==> src/rtl/cb_rsb_pkg.sv <==
package cb_rsb_pkg;

   localparam int FL_C  = 0;
   localparam int FL_N  = 1;
   localparam int FL_P  = 2;
   localparam int FL_X3 = 3;
   localparam int FL_H  = 4;
   localparam int FL_X5 = 5;
   localparam int FL_Z  = 6;
   localparam int FL_S  = 7;

   typedef enum logic [1:0] {
      GRP_SHIFT = 2'b00,
      GRP_TEST  = 2'b01,
      GRP_CLR   = 2'b10,
      GRP_SET   = 2'b11
   } grp_e;

   typedef enum logic [2:0] {
      SK_RLC = 3'd0,
      SK_RRC = 3'd1,
      SK_RL  = 3'd2,
      SK_RR  = 3'd3,
      SK_SLA = 3'd4,
      SK_SRA = 3'd5,
      SK_SLL = 3'd6,
      SK_SRL = 3'd7
   } shk_e;

   function automatic logic even_ones(input logic [7:0] v);
      return ~(^v);
   endfunction

endpackage

==> src/rtl/cb_rsb_decode.sv <==
module cb_rsb_decode
   import cb_rsb_pkg::*;
#(
   parameter int OP_W  = 8,
   parameter int SEL_W = 3
) (
   input  logic [OP_W-1:0]  op_byte,
   output grp_e             grp,
   output shk_e             kind,
   output logic [SEL_W-1:0] sel,
   output logic             wr_en
);
   localparam int GRP_LSB = OP_W - 2;
   localparam int SEL_LSB = GRP_LSB - SEL_W;

   if (SEL_LSB < 0) begin : g_bad_width
      $error("opcode too narrow for its fields");
   end

   always_comb begin
      grp   = grp_e'(op_byte[OP_W-1:GRP_LSB]);
      sel   = op_byte[GRP_LSB-1:SEL_LSB];
      kind  = shk_e'(sel);
      wr_en = (grp != GRP_TEST);
   end

endmodule

==> src/rtl/cb_rsb_shifter.sv <==
module cb_rsb_shifter
   import cb_rsb_pkg::*;
#(
   parameter int DATA_W = 8
) (
   input  logic [DATA_W-1:0] operand,
   input  shk_e              kind,
   input  logic              carry_in,
   output logic [DATA_W-1:0] res,
   output logic              carry_out
);
   localparam int MSB = DATA_W - 1;

   if (DATA_W < 2) begin : g_bad_width
      $error("shifter needs at least two bits");
   end

   always_comb begin
      res       = operand;
      carry_out = 1'b0;
      unique case (kind)
         SK_RLC: begin res = {operand[MSB-1:0], operand[MSB]}; carry_out = operand[MSB]; end
         SK_RRC: begin res = {operand[0], operand[MSB:1]};     carry_out = operand[0];   end
         SK_RL:  begin res = {operand[MSB-1:0], carry_in};     carry_out = operand[MSB]; end
         SK_RR:  begin res = {carry_in, operand[MSB:1]};       carry_out = operand[0];   end
         SK_SLA: begin res = {operand[MSB-1:0], 1'b0};         carry_out = operand[MSB]; end
         SK_SRA: begin res = {operand[MSB], operand[MSB:1]};   carry_out = operand[0];   end
         SK_SLL: begin res = {operand[MSB-1:0], 1'b1};         carry_out = operand[MSB]; end
         SK_SRL: begin res = {1'b0, operand[MSB:1]};           carry_out = operand[0];   end
         default: begin res = operand; carry_out = 1'b0; end
      endcase
   end

   always_comb begin
      if (kind == SK_RLC || kind == SK_RRC)
         AST_ROT_KEEPS_ONES: assert ($countones(res) == $countones(operand));
      if (kind == SK_SRA)
         AST_SRA_SIGN_HELD: assert (res[MSB] == operand[MSB]);
   end

endmodule

==> src/rtl/cb_rsb_flaggen.sv <==
module cb_rsb_flaggen
   import cb_rsb_pkg::*;
#(
   parameter int DATA_W = 8
) (
   input  logic [DATA_W-1:0] res,
   input  logic              carry,
   output logic [7:0]        flags
);
   if (DATA_W != 8) begin : g_bad_width
      $error("flag layout assumes an 8-bit value");
   end

   always_comb begin
      flags        = 8'h00;
      flags[FL_C]  = carry;
      flags[FL_N]  = 1'b0;
      flags[FL_P]  = even_ones(res);
      flags[FL_X3] = res[FL_X3];
      flags[FL_H]  = 1'b0;
      flags[FL_X5] = res[FL_X5];
      flags[FL_Z]  = (res == '0);
      flags[FL_S]  = res[FL_S];
   end

endmodule

==> src/rtl/cb_rsb_bitop.sv <==
module cb_rsb_bitop
   import cb_rsb_pkg::*;
#(
   parameter int DATA_W = 8,
   parameter int SEL_W  = 3
) (
   input  logic [DATA_W-1:0] operand,
   input  logic [SEL_W-1:0]  sel,
   input  grp_e              grp,
   input  logic [7:0]        flags_in,
   output logic [DATA_W-1:0] res,
   output logic [7:0]        flags
);
   localparam int TOP_IDX = DATA_W - 1;

   if ((1 << SEL_W) != DATA_W) begin : g_bad_width
      $error("bit index width does not match data width");
   end

   logic [DATA_W-1:0] mask;
   logic              hit;

   for (genvar i = 0; i < DATA_W; i++) begin : g_mask
      assign mask[i] = (sel == SEL_W'(i));
   end

   assign hit = |(operand & mask);

   always_comb begin
      res   = operand;
      flags = flags_in;
      unique case (grp)
         GRP_CLR: res = operand & ~mask;
         GRP_SET: res = operand | mask;
         GRP_TEST: begin
            flags        = 8'h00;
            flags[FL_C]  = flags_in[FL_C];
            flags[FL_N]  = 1'b0;
            flags[FL_P]  = ~hit;
            flags[FL_X3] = operand[FL_X3];
            flags[FL_H]  = 1'b1;
            flags[FL_X5] = operand[FL_X5];
            flags[FL_Z]  = ~hit;
            flags[FL_S]  = hit && (sel == SEL_W'(TOP_IDX));
         end
         default: res = operand;
      endcase
   end

   always_comb begin
      if (grp == GRP_CLR || grp == GRP_SET)
         AST_ONE_BIT_TOUCHED: assert ($countones(res ^ operand) <= 1);
      if (grp == GRP_CLR)
         AST_CLR_TARGET_LOW: assert ((res & mask) == '0);
   end

endmodule

==> src/rtl/cb_rsb_unit.sv <==
module cb_rsb_unit
   import cb_rsb_pkg::*;
#(
   parameter int DATA_W = 8,
   parameter int OP_W   = 8
) (
   input  logic [OP_W-1:0]   op_byte,
   input  logic [DATA_W-1:0] operand,
   input  logic [7:0]        flags_in,
   output logic [DATA_W-1:0] result,
   output logic [7:0]        flags_out,
   output logic              wr_en
);
   localparam int SEL_W = $clog2(DATA_W);

   if (DATA_W != 8 || OP_W != 8) begin : g_bad_params
      $error("unit is defined for an 8-bit operand and opcode");
   end

   grp_e              grp;
   shk_e              kind;
   logic [SEL_W-1:0]  sel;
   logic [DATA_W-1:0] sh_res, bt_res;
   logic              sh_carry;
   logic [7:0]        sh_flags, bt_flags;

   cb_rsb_decode #(.OP_W(OP_W), .SEL_W(SEL_W)) u_dec (
      .op_byte (op_byte),
      .grp     (grp),
      .kind    (kind),
      .sel     (sel),
      .wr_en   (wr_en)
   );

   cb_rsb_shifter #(.DATA_W(DATA_W)) u_shf (
      .operand   (operand),
      .kind      (kind),
      .carry_in  (flags_in[FL_C]),
      .res       (sh_res),
      .carry_out (sh_carry)
   );

   cb_rsb_flaggen #(.DATA_W(DATA_W)) u_flg (
      .res   (sh_res),
      .carry (sh_carry),
      .flags (sh_flags)
   );

   cb_rsb_bitop #(.DATA_W(DATA_W), .SEL_W(SEL_W)) u_bit (
      .operand  (operand),
      .sel      (sel),
      .grp      (grp),
      .flags_in (flags_in),
      .res      (bt_res),
      .flags    (bt_flags)
   );

   always_comb begin
      if (grp == GRP_SHIFT) begin
         result    = sh_res;
         flags_out = sh_flags;
      end else begin
         result    = bt_res;
         flags_out = bt_flags;
      end
   end

   always_comb begin
      if (!wr_en)
         AST_TEST_NO_CHANGE: assert (result == operand);
      if (op_byte[7:6] == 2'b01)
         AST_TEST_CARRY_KEPT: assert (flags_out[FL_C] == flags_in[FL_C]);
      if (op_byte[7] == 1'b1)
         AST_CLRSET_FLAGS_KEPT: assert (flags_out == flags_in);
      if (op_byte[7:6] == 2'b00)
         AST_SHIFT_ZERO_FLAG: assert (flags_out[FL_Z] == (result == '0));
      if (op_byte[7:6] == 2'b00)
         AST_SHIFT_SPARE_LOW: assert (flags_out[FL_H] == 1'b0 && flags_out[FL_N] == 1'b0);
      AST_WRITE_GROUP: assert (wr_en == (op_byte[7:6] != 2'b01));
   end

endmodule

==> config.mk <==
export PLATFORM = sky130hd
export DESIGN_NAME = cb_rsb_unit
export DESIGN_NICKNAME = d
export VERILOG_FILES = /design/src/rtl/cb_rsb_pkg.sv /design/src/rtl/cb_rsb_decode.sv /design/src/rtl/cb_rsb_shifter.sv /design/src/rtl/cb_rsb_flaggen.sv /design/src/rtl/cb_rsb_bitop.sv /design/src/rtl/cb_rsb_unit.sv
export SDC_FILE = /design/constraint.sdc
export NUM_CORES = 1
export LEC_CHECK = 0
export CAP_MARGIN = 15
export CORE_MARGIN = 3
export CORE_UTILIZATION = 37
export DETAILED_ROUTE_END_ITERATION = 8
export PLACE_DENSITY_LB_ADDON = 0.12
export SYNTH_ARGS = -nofsm -noshare
export SYNTH_HDL_FRONTEND = slang
export SYNTH_SLANG_ARGS = --single-unit
export TNS_END_PERCENT = 30
==> constraint.sdc <==
create_clock -name vclk -period 2
set_input_delay 0.2 -clock vclk [all_inputs]
set_output_delay 0.2 -clock vclk [all_outputs]
set_load 0.05 [all_outputs]
==> impl_metrics.tcl <==
set metrics [dict create \
    outcome "complete, but fails checks" \
    violations "setup timing" \
    synth_cell_types 38 \
    final_cell_mix "buf_4 (34), nand2_1 (13), nor2_1 (10), clkdlybuf4s50_1 (9), o21ai_0 (8)" \
    crit_path_start_kind "input pin" \
    drt-pass1-iter-count 4 \
    rsz0062_at_grt "true" \
    regArea_sq_um 0 \
    critPathKind "input pin to output port" \
    ant_nets 0 \
    ys_warn_count 0 \
    multi_input_area_sq_um 761 \
    fillers 132 \
    worst-slew-pin-transition_ps 337 \
    hold_viol 0 \
    vias 1052 \
    die_area_sq_um 2480 \
    p_leak_nw 0.669 \
    synth_cells 102 \
    fp.coreArea_sq_um 1760 \
    start_util_pct 40.3 \
    grt_pass1_wl_um 4900 \
    seq_area_frac_synth_pct 0 \
    slew_headroom_pct 76.9 \
    seq_cells 0 \
    syn_to_final_growth_pct 104 \
    nets 190 \
    hpwl_um 2340 \
    ir_worst_vdd_mv 0.274 \
    drc 0 \
    synthesis.area_sq_um 711 \
    required_ps 1800 \
    finalCritPeriodShare_pct 110 \
    drt_iter0_markers 25 \
    num_rows 15 \
    stdcell_area_sq_um 1450 \
    ioPinCount 41 \
    routed_wl_um 3090 \
    powerDensity_nw_per_um2 367 \
    syn_area_per_cell_sq_um 6.97 \
    endpoint_kind "output port" \
    n_clock_buffer 0 \
    setup_viol 2 \
    antenna_found_initial 0 \
    maxSlewViolCount 0 \
    fin_crit_ps 2200 \
    grt_max_degree 13 \
    holdBufCountCts 0 \
    wl_per_cell_um 16.7 \
    drive_above_1_share_pct 46.9 \
    instances_no_fill 185 \
    max_freq_ghz 0.454 \
    synth_nets 130 \
    placed_area_sq_um 1340 \
    antenna_cells 0 \
    overflow 0 \
    viasPerCell 5.69 \
    grt_pass1_vias 1064 \
    portBuffers 38 \
    die_y_um 49.8 \
    placedCellCount 183 \
    fin_ws_ps -202 \
    grt_usage_pct 24.6 \
    hold_depth 5 \
    hold_path.class "input pin to output port" \
    cp_max_fo 3 \
    final_common_cell "buf_4" \
    die-width_um 49.8 \
    max_cap_violations 0 \
    gp_congestion 0.928 \
    cp.arrival_ps 2000 \
]
==> synth_stat cells, types with 3 or more instances <==
cell | count | area (sq um)
mux2_2 | 3 | 33.8
o21ai_0 | 9 | 45.0
nand2_1 | 13 | 48.8
a221o_1 | 6 | 60.1
ha_1 | 4 | 50.1
nor2_1 | 11 | 41.3
a211o_1 | 3 | 26.3
mux2i_1 | 7 | 70.1
clkbuf_1 | 5 | 18.8
==> logic make-up (layout without fill, tap and decap cells) <==
family,count (synthesis),after routing,share of synthesized area (%)
compound gates,29,29,29.8
xor+xnor,3,3,3.70
fa+ha+maj,4,4,7.04
buf+inv,11,69,7.22
mux,13,13,22.0
simple gates,42,42,30.3
==> worst paths after layout <==
path / from / to / slack (ps)
min: operand[7] / result[7] / 950
max: operand[7] / flags_out[2] / -200
==> power by group <==
group | leakage, nW | total [mW] | switching, mW | internal (mW)
clock network | 0 | 0 | 0 | 0
registers | 0 | 0 | 0 | 0
logic | 0.669 | 0.533 | 0.283 | 0.250
==> critical path, stage by stage <==
cell	delay (ps)
buf_8	100
buf_6	100
mux2_4	270
a211oi_4	290
ha_4	260
xnor2_2	150
xnor2_1	140
nor2_1	70
a211o_4	270
buf_8	150
==> timing repair <==
action | 4_1_cts | 5_1_grt
pin swaps | 15 | 1
setup buffers | 1 | 1
setup endpoints to repair | 12 | 2
resized for setup | 47 | 6
==> cell type report <==
type | count | area share, %
multi-input combinational | 91 | 52.4
tap | 25 | 2.16
timing repair buffer | 67 | 44.9
inverter | 2 | 0.517
==> metal layers <==
layer	part of all wire [%]	vias up	global-route usage, %
met2	55	41	48.5
met3	5.8	0	3.32
met1	39	511	29.1
met5	0	-	0
li1	-	500	-
met4	0	0	0.461
==> per-stage QoR <==
stage	worst slack, ps	TNS (ps)	utilization (%)	power, mW	hold WS (ps)
after floorplan	-134	-234	-	0.278	596
after global placement	-737	-2180	75.8	0.469	1090
after detailed placement	-860	-2550	75.8	0.480	1120
after CTS	-220	-220	80.3	0.513	951
after global routing	-278	-328	82.3	0.557	967
final	-202	-209	82.3	0.533	949
Power figures use the tool's default switching activity.
